### src/rtl/calc_pkg.sv
// Shared constants, request/response records and the two compute functions
// used by the tagged calculator. Assumes four ports and 32-bit data.
package calc_pkg;
    localparam int CALC_PORTS = 4;
    localparam int CALC_PW    = $clog2(CALC_PORTS);
    localparam int CALC_DW    = 32;
    localparam int CALC_SHW   = $clog2(CALC_DW);

    localparam logic [3:0] OP_ADD = 4'h1;
    localparam logic [3:0] OP_SUB = 4'h2;
    localparam logic [3:0] OP_SHL = 4'h5;
    localparam logic [3:0] OP_SHR = 4'h6;

    localparam logic [1:0] RC_NONE = 2'b00;
    localparam logic [1:0] RC_OK   = 2'b01;
    localparam logic [1:0] RC_OVF  = 2'b10;
    localparam logic [1:0] RC_BAD  = 2'b11;

    typedef struct packed {
        logic [CALC_PW-1:0] port;
        logic [1:0]         tag;
        logic [3:0]         op;
        logic [CALC_DW-1:0] a;
        logic [CALC_DW-1:0] b;
    } calc_req_t;

    typedef struct packed {
        logic [CALC_PW-1:0] port;
        logic [1:0]         tag;
        logic [1:0]         code;
        logic [CALC_DW-1:0] data;
    } calc_rsp_t;

    // Shift opcodes go to the shift queue; everything else to arithmetic.
    function automatic logic calc_is_shift(logic [3:0] op);
        return (op == OP_SHL) || (op == OP_SHR);
    endfunction

    // Add/subtract with carry and borrow detection; unknown ops are invalid.
    function automatic calc_rsp_t calc_arith(calc_req_t r);
        calc_rsp_t        o;
        logic [CALC_DW:0] s;
        s      = '0;
        o.port = r.port;
        o.tag  = r.tag;
        o.code = RC_BAD;
        o.data = '0;
        case (r.op)
            OP_ADD: begin
                s      = {1'b0, r.a} + {1'b0, r.b};
                o.data = s[CALC_DW-1:0];
                o.code = s[CALC_DW] ? RC_OVF : RC_OK;
            end
            OP_SUB: begin
                o.data = r.a - r.b;
                o.code = (r.b > r.a) ? RC_OVF : RC_OK;
            end
            default: ;
        endcase
        return o;
    endfunction

    // Logical shifts by the low bits of operand b.
    function automatic calc_rsp_t calc_shift(calc_req_t r);
        calc_rsp_t o;
        o.port = r.port;
        o.tag  = r.tag;
        o.code = RC_BAD;
        o.data = '0;
        case (r.op)
            OP_SHL: begin
                o.data = r.a << r.b[CALC_SHW-1:0];
                o.code = RC_OK;
            end
            OP_SHR: begin
                o.data = r.a >> r.b[CALC_SHW-1:0];
                o.code = RC_OK;
            end
            default: ;
        endcase
        return o;
    endfunction
endpackage

### src/rtl/calc_rr_arb.sv
// Round-robin arbiter: grants one requester per cycle while en is high,
// searching from the port after the last winner. Assumes N >= 2.
module calc_rr_arb #(
    parameter int N = 4
) (
    input  logic         clk,
    input  logic         rst_n,
    input  logic [N-1:0] req,
    input  logic         en,
    output logic [N-1:0] grant
);
    localparam int IW = $clog2(N);

    logic [IW-1:0] ptr;
    logic [IW-1:0] gidx;
    logic [IW-1:0] idx;
    logic          found;

    // Pick the first request at or after the rotating pointer.
    always_comb begin
        grant = '0;
        gidx  = ptr;
        idx   = '0;
        found = 1'b0;
        for (int k = 0; k < N; k++) begin
            idx = IW'((int'(ptr) + k) % N);
            if (en && !found && req[idx]) begin
                grant[idx] = 1'b1;
                gidx       = idx;
                found      = 1'b1;
            end
        end
    end

    // Move the pointer past the winner after every grant.
    always_ff @(posedge clk) begin
        if (!rst_n) begin
            ptr <= '0;
        end else if (found) begin
            ptr <= (gidx == IW'(N - 1)) ? '0 : gidx + 1'b1;
        end
    end
endmodule

### src/rtl/calc_fifo.sv
// Synchronous FIFO holding queued commands. The caller never pushes
// when full nor pops when empty.
module calc_fifo #(
    parameter int W     = 8,
    parameter int DEPTH = 4
) (
    input  logic         clk,
    input  logic         rst_n,
    input  logic         push,
    input  logic [W-1:0] din,
    output logic         full,
    input  logic         pop,
    output logic [W-1:0] dout,
    output logic         empty
);
    localparam int AW = $clog2(DEPTH);

    logic [W-1:0]  mem [DEPTH];
    logic [AW-1:0] wp;
    logic [AW-1:0] rp;
    logic [AW:0]   cnt;

    assign full  = (cnt == (AW+1)'(DEPTH));
    assign empty = (cnt == '0);
    assign dout  = mem[rp];

    // Store the pushed entry.
    always_ff @(posedge clk) begin
        if (push) mem[wp] <= din;
    end

    // Advance pointers and occupancy.
    always_ff @(posedge clk) begin
        if (!rst_n) begin
            wp  <= '0;
            rp  <= '0;
            cnt <= '0;
        end else begin
            if (push) wp <= (wp == AW'(DEPTH - 1)) ? '0 : wp + 1'b1;
            if (pop)  rp <= (rp == AW'(DEPTH - 1)) ? '0 : rp + 1'b1;
            case ({push, pop})
                2'b10:   cnt <= cnt + 1'b1;
                2'b01:   cnt <= cnt - 1'b1;
                default: cnt <= cnt;
            endcase
        end
    end
endmodule

### src/rtl/calc_exec.sv
// Execution pipeline of LAT stages. KIND 0 computes add/subtract,
// KIND 1 computes shifts. The whole pipe stalls when its last stage holds
// a result that the merge logic has not taken; order is preserved.
module calc_exec
    import calc_pkg::*;
#(
    parameter int KIND = 0,
    parameter int LAT  = 1
) (
    input  logic      clk,
    input  logic      rst_n,
    input  logic      in_valid,
    input  calc_req_t in_req,
    output logic      in_pop,
    output logic      out_valid,
    output calc_rsp_t out_rsp,
    input  logic      out_take
);
    logic [LAT-1:0] stv;
    calc_rsp_t      st [LAT];
    calc_rsp_t      res;
    logic           advance;

    generate
        if (KIND == 0) begin : g_arith
            assign res = calc_arith(in_req);
        end else begin : g_shift
            assign res = calc_shift(in_req);
        end
    endgenerate

    assign advance   = !stv[LAT-1] || out_take;
    assign in_pop    = in_valid && advance;
    assign out_valid = stv[LAT-1];
    assign out_rsp   = st[LAT-1];

    // Entry stage takes the queue head whenever the pipe moves.
    always_ff @(posedge clk) begin
        if (!rst_n) stv[0] <= 1'b0;
        else if (advance) stv[0] <= in_pop;
    end

    // Entry stage data.
    always_ff @(posedge clk) begin
        if (advance) st[0] <= res;
    end

    genvar i;
    generate
        for (i = 1; i < LAT; i++) begin : g_stage
            // Later stages copy their predecessor when the pipe moves.
            always_ff @(posedge clk) begin
                if (!rst_n) stv[i] <= 1'b0;
                else if (advance) stv[i] <= stv[i-1];
            end
            // Stage data follows its valid bit.
            always_ff @(posedge clk) begin
                if (advance) st[i] <= st[i-1];
            end
        end
    endgenerate
endmodule

### src/rtl/calc_tagged_hub.sv
// Four-port tagged calculator. Ports present commands with a 2-bit tag;
// a busy-tag table stalls reuse of an outstanding tag. Two arbiters feed an
// arithmetic and a shift queue, each drained by its own pipeline. A merge
// stage returns results to the issuing port, giving the arithmetic result
// precedence on a same-port collision and the held shift result the next
// cycle. Assumes the host holds a command stable until cmd_ready.
module calc_tagged_hub
    import calc_pkg::*;
#(
    parameter int QDEPTH    = 4,
    parameter int ARITH_LAT = 1,
    parameter int SHIFT_LAT = 2
) (
    input  logic                                 clk,
    input  logic                                 rst_n,
    input  logic [CALC_PORTS-1:0]                cmd_valid,
    input  logic [CALC_PORTS-1:0][3:0]           cmd_op,
    input  logic [CALC_PORTS-1:0][1:0]           cmd_tag,
    input  logic [CALC_PORTS-1:0][CALC_DW-1:0]   cmd_a,
    input  logic [CALC_PORTS-1:0][CALC_DW-1:0]   cmd_b,
    output logic [CALC_PORTS-1:0]                cmd_ready,
    output logic [CALC_PORTS-1:0]                rsp_valid,
    output logic [CALC_PORTS-1:0][1:0]           rsp_code,
    output logic [CALC_PORTS-1:0][1:0]           rsp_tag,
    output logic [CALC_PORTS-1:0][CALC_DW-1:0]   rsp_data
);
    localparam int NP   = CALC_PORTS;
    localparam int PW   = CALC_PW;
    localparam int REQW = $bits(calc_req_t);

    logic [NP-1:0][3:0] tag_busy;
    logic [NP-1:0]      want_ar;
    logic [NP-1:0]      want_sh;
    logic [NP-1:0]      ar_grant;
    logic [NP-1:0]      sh_grant;

    logic      ar_full, sh_full, ar_empty, sh_empty;
    logic      ar_pop, sh_pop;
    calc_req_t ar_in, sh_in;
    logic [REQW-1:0] ar_head_raw, sh_head_raw;
    calc_req_t ar_head, sh_head;

    logic      ar_v, sh_v, ar_take, sh_take, same_port, sh_held;
    calc_rsp_t ar_o, sh_o;

    // Classify each port's command and mask ports whose tag is busy.
    always_comb begin
        for (int p = 0; p < NP; p++) begin
            want_ar[p] = cmd_valid[p] && !tag_busy[p][cmd_tag[p]] && !calc_is_shift(cmd_op[p]);
            want_sh[p] = cmd_valid[p] && !tag_busy[p][cmd_tag[p]] &&  calc_is_shift(cmd_op[p]);
        end
    end

    calc_rr_arb #(.N(NP)) u_ar_arb (
        .clk(clk), .rst_n(rst_n), .req(want_ar), .en(!ar_full), .grant(ar_grant)
    );
    calc_rr_arb #(.N(NP)) u_sh_arb (
        .clk(clk), .rst_n(rst_n), .req(want_sh), .en(!sh_full), .grant(sh_grant)
    );

    assign cmd_ready = ar_grant | sh_grant;

    // Build the queue entries from the granted ports.
    always_comb begin
        ar_in = '0;
        sh_in = '0;
        for (int p = 0; p < NP; p++) begin
            if (ar_grant[p]) ar_in = '{port: PW'(p), tag: cmd_tag[p], op: cmd_op[p], a: cmd_a[p], b: cmd_b[p]};
            if (sh_grant[p]) sh_in = '{port: PW'(p), tag: cmd_tag[p], op: cmd_op[p], a: cmd_a[p], b: cmd_b[p]};
        end
    end

    calc_fifo #(.W(REQW), .DEPTH(QDEPTH)) u_ar_q (
        .clk(clk), .rst_n(rst_n), .push(|ar_grant), .din(ar_in), .full(ar_full),
        .pop(ar_pop), .dout(ar_head_raw), .empty(ar_empty)
    );
    calc_fifo #(.W(REQW), .DEPTH(QDEPTH)) u_sh_q (
        .clk(clk), .rst_n(rst_n), .push(|sh_grant), .din(sh_in), .full(sh_full),
        .pop(sh_pop), .dout(sh_head_raw), .empty(sh_empty)
    );

    assign ar_head = calc_req_t'(ar_head_raw);
    assign sh_head = calc_req_t'(sh_head_raw);

    calc_exec #(.KIND(0), .LAT(ARITH_LAT)) u_ar_exe (
        .clk(clk), .rst_n(rst_n), .in_valid(!ar_empty), .in_req(ar_head), .in_pop(ar_pop),
        .out_valid(ar_v), .out_rsp(ar_o), .out_take(ar_take)
    );
    calc_exec #(.KIND(1), .LAT(SHIFT_LAT)) u_sh_exe (
        .clk(clk), .rst_n(rst_n), .in_valid(!sh_empty), .in_req(sh_head), .in_pop(sh_pop),
        .out_valid(sh_v), .out_rsp(sh_o), .out_take(sh_take)
    );

    // Collision rule: arithmetic first, a held shift wins on the next cycle.
    assign same_port = ar_v && sh_v && (ar_o.port == sh_o.port);
    assign ar_take   = ar_v && !(same_port && sh_held);
    assign sh_take   = sh_v && !(same_port && !sh_held);

    // Remember that the shift result was held back this cycle.
    always_ff @(posedge clk) begin
        if (!rst_n) sh_held <= 1'b0;
        else        sh_held <= sh_v && !sh_take;
    end

    // Register each port's response from whichever pipeline delivers to it.
    always_ff @(posedge clk) begin
        if (!rst_n) begin
            rsp_valid <= '0;
            rsp_code  <= '0;
            rsp_tag   <= '0;
            rsp_data  <= '0;
        end else begin
            for (int p = 0; p < NP; p++) begin
                if (ar_take && ar_o.port == PW'(p)) begin
                    rsp_valid[p] <= 1'b1;
                    rsp_code[p]  <= ar_o.code;
                    rsp_tag[p]   <= ar_o.tag;
                    rsp_data[p]  <= ar_o.data;
                end else if (sh_take && sh_o.port == PW'(p)) begin
                    rsp_valid[p] <= 1'b1;
                    rsp_code[p]  <= sh_o.code;
                    rsp_tag[p]   <= sh_o.tag;
                    rsp_data[p]  <= sh_o.data;
                end else begin
                    rsp_valid[p] <= 1'b0;
                end
            end
        end
    end

    // Mark tags busy on acceptance and free them on delivery.
    always_ff @(posedge clk) begin
        if (!rst_n) begin
            tag_busy <= '0;
        end else begin
            for (int p = 0; p < NP; p++) begin
                for (int t = 0; t < 4; t++) begin
                    if (cmd_ready[p] && cmd_tag[p] == 2'(t))
                        tag_busy[p][t] <= 1'b1;
                    else if ((ar_take && ar_o.port == PW'(p) && ar_o.tag == 2'(t)) ||
                             (sh_take && sh_o.port == PW'(p) && sh_o.tag == 2'(t)))
                        tag_busy[p][t] <= 1'b0;
                end
            end
        end
    end
endmodule

### config.mk
export PLATFORM = sky130hd
export DESIGN_NAME = calc_tagged_hub
export DESIGN_NICKNAME = d
export VERILOG_FILES = /design/src/rtl/calc_pkg.sv /design/src/rtl/calc_rr_arb.sv /design/src/rtl/calc_fifo.sv /design/src/rtl/calc_exec.sv /design/src/rtl/calc_tagged_hub.sv
export SDC_FILE = /design/constraint.sdc
export NUM_CORES = 2
export LEC_CHECK = 0
export ABC_AREA = 1
export BUFFER_PORTS_ARGS = -buffer_cell sky130_fd_sc_hd__buf_2
export CELL_PAD_IN_SITES_DETAIL_PLACEMENT = 1
export CELL_PAD_IN_SITES_GLOBAL_PLACEMENT = 1
export CORE_UTILIZATION = 50
export CTS_BUF_LIST = sky130_fd_sc_hd__clkbuf_2 sky130_fd_sc_hd__clkbuf_4 sky130_fd_sc_hd__clkbuf_8
export CTS_CLUSTER_DIAMETER = 80
export DETAILED_ROUTE_END_ITERATION = 10
export PLACE_DENSITY_LB_ADDON = 0.1
export SETUP_SLACK_MARGIN = 0.5
export SYNTH_ARGS = -nofsm -noshare
export SYNTH_HDL_FRONTEND = slang
export SYNTH_HIERARCHICAL = 1
export SYNTH_SLANG_ARGS = --single-unit
### constraint.sdc
create_clock -name clk -period 8.1 [get_ports clk]
set_clock_uncertainty 0.2 [all_clocks]
set_input_delay 0.405 -clock clk [delete_from_list [all_inputs] [get_ports clk]]
set_output_delay 0.405 -clock clk [all_outputs]
set_load 0.05 [all_outputs]
**Yosys cells after proc, flatten, opt, wreduce, memory -nomap -nowiden**

Memories as Yosys holds them, arrays and structs flattened. A register that Yosys moved wholly into a read port is not among the register bits.
Index checks and enable logic that the tools add are counted.

- Register bits after elaboration: 186
- Latch bits: 0
- Memory bits (writable): 690
- Memory bits (read-only): 0
- Bits of input ports: 286
- Output and inout bits: 152
- Word-level logic and storage cells: 479
- Memories kept: 4

- $add $sub $neg: 18
- Multiply operators: 0
- Divide/modulo/power cells: 0
- $lt $le $gt $ge: 21
- Equality and inequality tests: 49
- Shift-type cells: 2
- Multiplexer cells: 158
- Bitwise logic cells: 7
- Reductions and logical operators: 179

Memory list:

| name | depth | bits a word | read ports | clocked after Yosys merged registers in | write ports | line | RTL |
|---|---|---|---|---|---|---|---|
| u_ar_q.mem | 4 | 72 | 1 | 1 | 1 | calc_fifo.sv:18 | `logic [W-1:0] mem [DEPTH];` |
| u_sh_q.mem | 4 | 72 | 1 | 1 | 1 | calc_fifo.sv:18 |  |
| u_sh_exe.st | 2 | 38 | 2 | 0 | 2 | calc_exec.sv:20 | `calc_rsp_t st [LAT];` |
| u_ar_exe.st | 1 | 38 | 1 | 0 | 1 | calc_exec.sv:20 |  |

Operators with widths:

| cell | number |
|---|---|
| two-way mux 72 bit | 6 |
| two-way mux 32 bit | 8 |
| two-way mux 70 bit | 2 |
| one-hot mux 34 bit (2 select lines) | 2 |
| logical AND 1 bit | 99 |
| two-way mux 1 bit | 76 |
| two-way mux 2 bit | 34 |
| equality test 2 bit, second input constant | 24 |
| nonzero test 2 bit | 22 |
| equality test 4 x 3 -> 1 bit, second input constant | 10 |
| < comparator 2 x 3 -> 1 bit, second input constant | 12 |
| adder 32 x 32 -> 33 bit | 1 |
| > comparator 32 bit | 1 |
| two-way mux 4 bit | 8 |
| << shifter 32 x 5 -> 32 bit | 1 |
| >> shifter 32 x 5 -> 32 bit | 1 |
| subtractor 32 bit | 1 |
| OR 4 bit | 7 |
| binary-select mux 1 bit (select 2 bit) | 12 |
| zero test 1 bit | 24 |
| logical OR 1 bit | 22 |
| equality test 2 x 1 -> 1 bit, second input constant | 10 |
| adder 2 x 1 -> 2 bit, second input constant | 8 |
| demux 1 bit (select 2 bit) | 8 |
| other kinds (12) | 35 |

**Depth between registers and ports, before layout**

- Word-level depth: 25
- Mapped depth: 27
- Mapped depth without buffers: 25

**Cells and area by module**

The synthesis kept the hierarchy.

Modules (own cells, without submodules):

| module | instances | cells an instance | area an instance (µm²) | sequential area each (µm²) |
|---|---|---|---|---|
| calc_fifo | 2 | 756 | 11109.4 | 8828.5 |
| calc_tagged_hub | 1 | 2234 | 13377.8 | 3303.2 |
| calc_exec at u_ar_exe | 1 | 1155 | 6517.5 | 1161.1 |
| calc_exec at u_sh_exe | 1 | 758 | 5846.9 | 2262.2 |
| calc_rr_arb at u_sh_arb | 1 | 87 | 661.9 | 40.0 |
| calc_rr_arb at u_ar_arb | 1 | 91 | 636.9 | 40.0 |

**Worst setup path before layout**

Ideal clock, no wire load.

- Path type: register to register
- Start point: register u_sh_arb.ptr[0]
- End point: memory u_sh_q/mem[0][0] (netlist name), enable pin
- Library setup time: 0.426 ns
- Arrival: 4.020 ns
- Setup slack: 3.453 ns
- Cell stages (with the launch flop): 15
- Cells stage by stage: dfxtp_1 -> inv_2 -> ha_1 -> inv_1 -> nand3_1 -> nand2_2 -> nor2_8 -> nand4_2 -> o21ai_0 -> clkbuf_1 -> clkinv_1 -> clkbuf_1 -> nand3_1 -> nand2_1 -> inv_1

- Longest elaborated chain between the ends: 19

Ends and longest elaborated chain:

| what | line | RTL |
|---|---|---|
| start, declared | calc_rr_arb.sv:14 | `logic [IW-1:0] ptr;` |
| start signal, assigned | calc_rr_arb.sv:40 | `ptr <= (gidx == IW'(N - 1)) ? '0 : gidx + 1'b1;` |
| parallel branches: the longest is 15 deep, another holds < comparator 2 x 3 -> 1 bit | - |  |
| two-way mux 4 bit (*) | calc_rr_arb.sv:27 | `if (en && !found && req[idx]) begin` |
| named net sh_grant[1] | calc_tagged_hub.sv:35 | `logic [NP-1:0] sh_grant;` |
| OR reduction 4 bit (*) | calc_tagged_hub.sv:78 | `.clk(clk), .rst_n(rst_n), .push(\|sh_grant), .din(sh_in), .full(sh_full),` |
| two-way mux 1 bit (*) | calc_fifo.sv:29 | `if (push) mem[wp] <= din;` |
| two-way mux 1 bit (not written as such) (*) | calc_fifo.sv:29 |  |
| end, declared | calc_fifo.sv:18 |  |

Mark *: on every way through the listed nets, which the timed path passes. The select of a mux whose other input is x is not followed.

**Worst setup path after layout**

- Start point: input port cmd_op[15] (netlist name)
- End point: output port cmd_ready[3]

RTL lines:

| what | line | RTL |
|---|---|---|
| start, declared | calc_tagged_hub.sv:17 | `input logic [CALC_PORTS-1:0][3:0] cmd_op,` |
| equality test 4 x 3 -> 1 bit | calc_pkg.sv:36 | `return (op == OP_SHL) \|\| (op == OP_SHR);` |
| logical OR 1 bit (*) | calc_pkg.sv:36 |  |
| logical AND 1 bit (*) | calc_tagged_hub.sv:50 | `want_sh[p] = cmd_valid[p] && !tag_busy[p][cmd_tag[p]] && calc_is_shift(cmd_op[p]);` |
| named net want_sh[3] | calc_tagged_hub.sv:33 | `logic [NP-1:0] want_sh;` |
| binary-select mux 1 bit (select 2 bit) | calc_rr_arb.sv:27 |  |
| two-way mux 1 bit (not written as such) | calc_rr_arb.sv:27 |  |
| logical AND 1 bit | calc_rr_arb.sv:27 |  |
| two-way mux 1 bit | calc_rr_arb.sv:27 |  |
| (+4 left out) | - |  |
| zero test 1 bit | calc_rr_arb.sv:27 |  |
| logical AND 1 bit (2 in series) | calc_rr_arb.sv:27 |  |
| two-way mux 1 bit | calc_rr_arb.sv:27 |  |
| zero test 1 bit | calc_rr_arb.sv:27 |  |
| logical AND 1 bit (2 in series) | calc_rr_arb.sv:27 |  |
| two-way mux 4 bit (*) | calc_rr_arb.sv:27 |  |
| named net sh_grant[3] | calc_tagged_hub.sv:35 |  |
| OR 4 bit (*) | calc_tagged_hub.sv:61 | `assign cmd_ready = ar_grant \| sh_grant;` |
| end, declared | calc_tagged_hub.sv:21 | `output logic [CALC_PORTS-1:0] cmd_ready,` |

The timed path passes the listed nets; every way through them passes the cells marked *. The select of a mux whose other input is x is not followed.

==> metrics list <==
* Outcome: finished, final reports clean
- Gate count after technology mapping: approximately 5400
- Derived from the worst setup path, the maximum achievable clock frequency is 0.158 GHz.
- Core area: between 0.08 and 0.09 sq mm
- Relative to the synthesized area, the layout overhead comes to 13.1%.
- Period utilization: between 70% and 80%
- Worst-Margin Slew: between 1 and 1.5 ns
- Clk sinks: 770
- From left edge to right edge, the die measures around 300 um.
- In the final layout, the share of cells above drive strength 1 is 15.3%.
* # nets final: 6152
* Post-CTS setup buffer count: 0
* Vias per inst: 6.32
* Die outline area: 0.0903 sq mm
- TritonCTS built the clock tree.
- In this run the cell area of the synthesized design comes to 0.0446 sq mm.
- Instance count along the most critical hold path: 3
- For this configuration, the core starts out at a cell density of 50.4%.
- In this run the clock root is driven by a clkbuf_8.
- Final worst path period need: 6.35 ns
- Measured against its own limit, the worst slew margin works out to between 15 and 20%.
- Gp weighted congestion: 0.995
* Number of hold-slack violations in the final timing report: 0
- In this run the mean area of a mapped cell was 8.19 sq um.
* Number of top-level pins: 438
- Buffers placed on the I/O ports in this run total 437.
- For this block, the routed nets add up to 190000 um of wire.
* WL met2: 86100 um
- Detailed placement ended at an HPWL of ~130000 um.
* GRT Util Overall: 41.1%
- Critical path type: in -> out
- For this run, design rule violations remaining after detail routing come to 0.
* Total via count in the routed design: between 40000 and 50000
* Wire length of the first global-routing pass: between 200000 and 300000 um
- GR Overflow Total: 0
* Final antenna-violating net count: 0
* Final slew viol count: 0
- The initialized floorplan defines 109 standard-cell rows.
- Walking the worst path, the cells encountered are dlygate4sd3_1, buf_2, nor4_1, inv_1, nor2_1, nand2_2, nand3_1, nand2_2, nor2_8, nand4_2, o221ai_4, clkinv_1, buf_4, nand2_1, buf_2.
* Avg WL per Cell: 27.0 um
* First-iteration detailed-routing DRC count: 5286
- Peak per-stage delay on the critical path: roughly 1 ns
- R2R depth: 19
- Number of global-route vias before repair: 43321
- The detailed router used layers up to and including met5.
* Crit path launch type: primary input
* Clock slew seen by the registers of the worst setup and hold paths: approximately 0.06 ns
- Max Buffers Root-to-Sink: 3
* Met3 wire length: 18400 um
- Final design utilization: 57.0%
* Endpoint kind of the worst setup timing path: output pin
- At the worst endpoint, the arrival time is roughly 5.7 ns.
* Max stage delay cell, worst path: clkinv_1
- Worst skew pair latency: 0.81 ns
- Data on the critical path is required at its endpoint by about 7.5 ns.
* Sum Neg Setup Slack: 0 ns
- Initial antenna violation count: 7
* Setup repair after global routing missed its margin: no
- The H-tree was split into 4 levels.
- Largest fanout of any net on the critical path: 26
- Final setup vio count: 0
* Count of maximum capacitance violations: 0
- Num CTS Buffers: 130
- Post-CTS resize count: 0
- Total nets after synthesis: 5821
- The die is 301 um tall.
* Routed met1 length: ~75000 um
* Min-Delay Path Class: in -> reg
- Yosys warning total: 6
- The number of hold buffers added after CTS was 120.
* Worst hold slack: just under 0.06 ns
* Fillers: 10845
- The first detailed-routing pass ran for 7 iterations.
- Entering global routing, the biggest net connects roughly 150 pins.
==> flip-flops by register name, indices dropped and copies added, names as in the netlist, 3 cells and up, named ones only <==
| signal | flops |
|---|---|
| rsp_code | 8 |
| u_ar_q/mem | 288 |
| rsp_tag | 8 |
| u_ar_q/cnt | 3 |
| u_sh_exe/st | 74 |
| u_sh_q/mem | 180 |
| rsp_valid | 4 |
| rsp_data | 128 |
| tag_busy | 16 |
| u_sh_q/cnt | 3 |
| u_ar_exe/st | 38 |
==> metrics by stage <==
stage	instances	setup slack, ns	instance area [sq um]
4_1_cts	7037	1.86	50400
6_report	7042	1.75	50400
2_1_floorplan	5439	3.66	44600
3_5_place_dp	6683	2.39	46600
3_3_place_gp	6683	2.56	46600
5_1_grt	7040	1.64	50400
==> layout make-up <==
class | count | area [sq um] | share of cell area [%]
Timing Repair Buffer | 616 | 3830 | 7.60
Antenna cell | 5 | 12.5 | 0.0248
Clock inverter | 45 | 317 | 0.628
Inverter | 493 | 1880 | 3.73
Clock buffer | 189 | 2300 | 4.57
Multi-Input combinational cell | 3759 | 19400 | 38.4
Tap cell | 1165 | 1460 | 2.89
Sequential cell | 770 | 21200 | 42.1
==> metal layers <==
layer	vias up	global-route usage (%)
li1	19526	-
met1	21899	53.9
met2	2588	64.2
met3	483	8.71
met4	8	20.6
met5	-	0
==> worst paths after layout <==
kind,start,slack [ns],to
setup reg to reg,u_ar_arb/ptr[0],1.90,u_ar_q/mem[3][7]
setup / recovery,cmd_op[15],1.75,cmd_ready[3]
hold / removal,cmd_a[25],0.06,u_ar_q/mem[0][57]
hold reg to reg,u_sh_exe/st[0][19],0.22,u_sh_exe/st[0][57]
==> critical path: cells and delay by family <==
kind | cells | cell delay, ns
compound gates | 1 | 0.66
buf+inv | 6 | 2.65
simple gates | 8 | 1.99
==> layout by cell type, fill, tap and decap left out, types with 6 or more instances in the layout <==
master	instances
inv_6	6
nand2_4	13
buf_4	59
o21bai_1	12
nor2_2	22
nand4_1	242
a21oi_1	273
clkbuf_8	141
nand2_1	1001
o21ai_1	7
o21ai_0	334
o221ai_4	6
o221ai_1	20
dfxtp_1	186
nor2_1	395
nor3_1	19
nand3_1	1004
xor2_1	7
o22ai_1	119
nand3_4	9
nand2_2	54
edfxtp_1	580
ha_1	92
buf_2	437
clkinv_1	27
a22oi_1	10
o211ai_1	41
nand3_2	31
inv_1	460
inv_2	17
dlygate4sd3_1	120
clkbuf_4	48
clkinvlp_4	7
clkinv_2	14
Power is left out: the tool's default activity adds up to more than one toggle a clock period on the data nets, which glitch-free logic cannot reach.
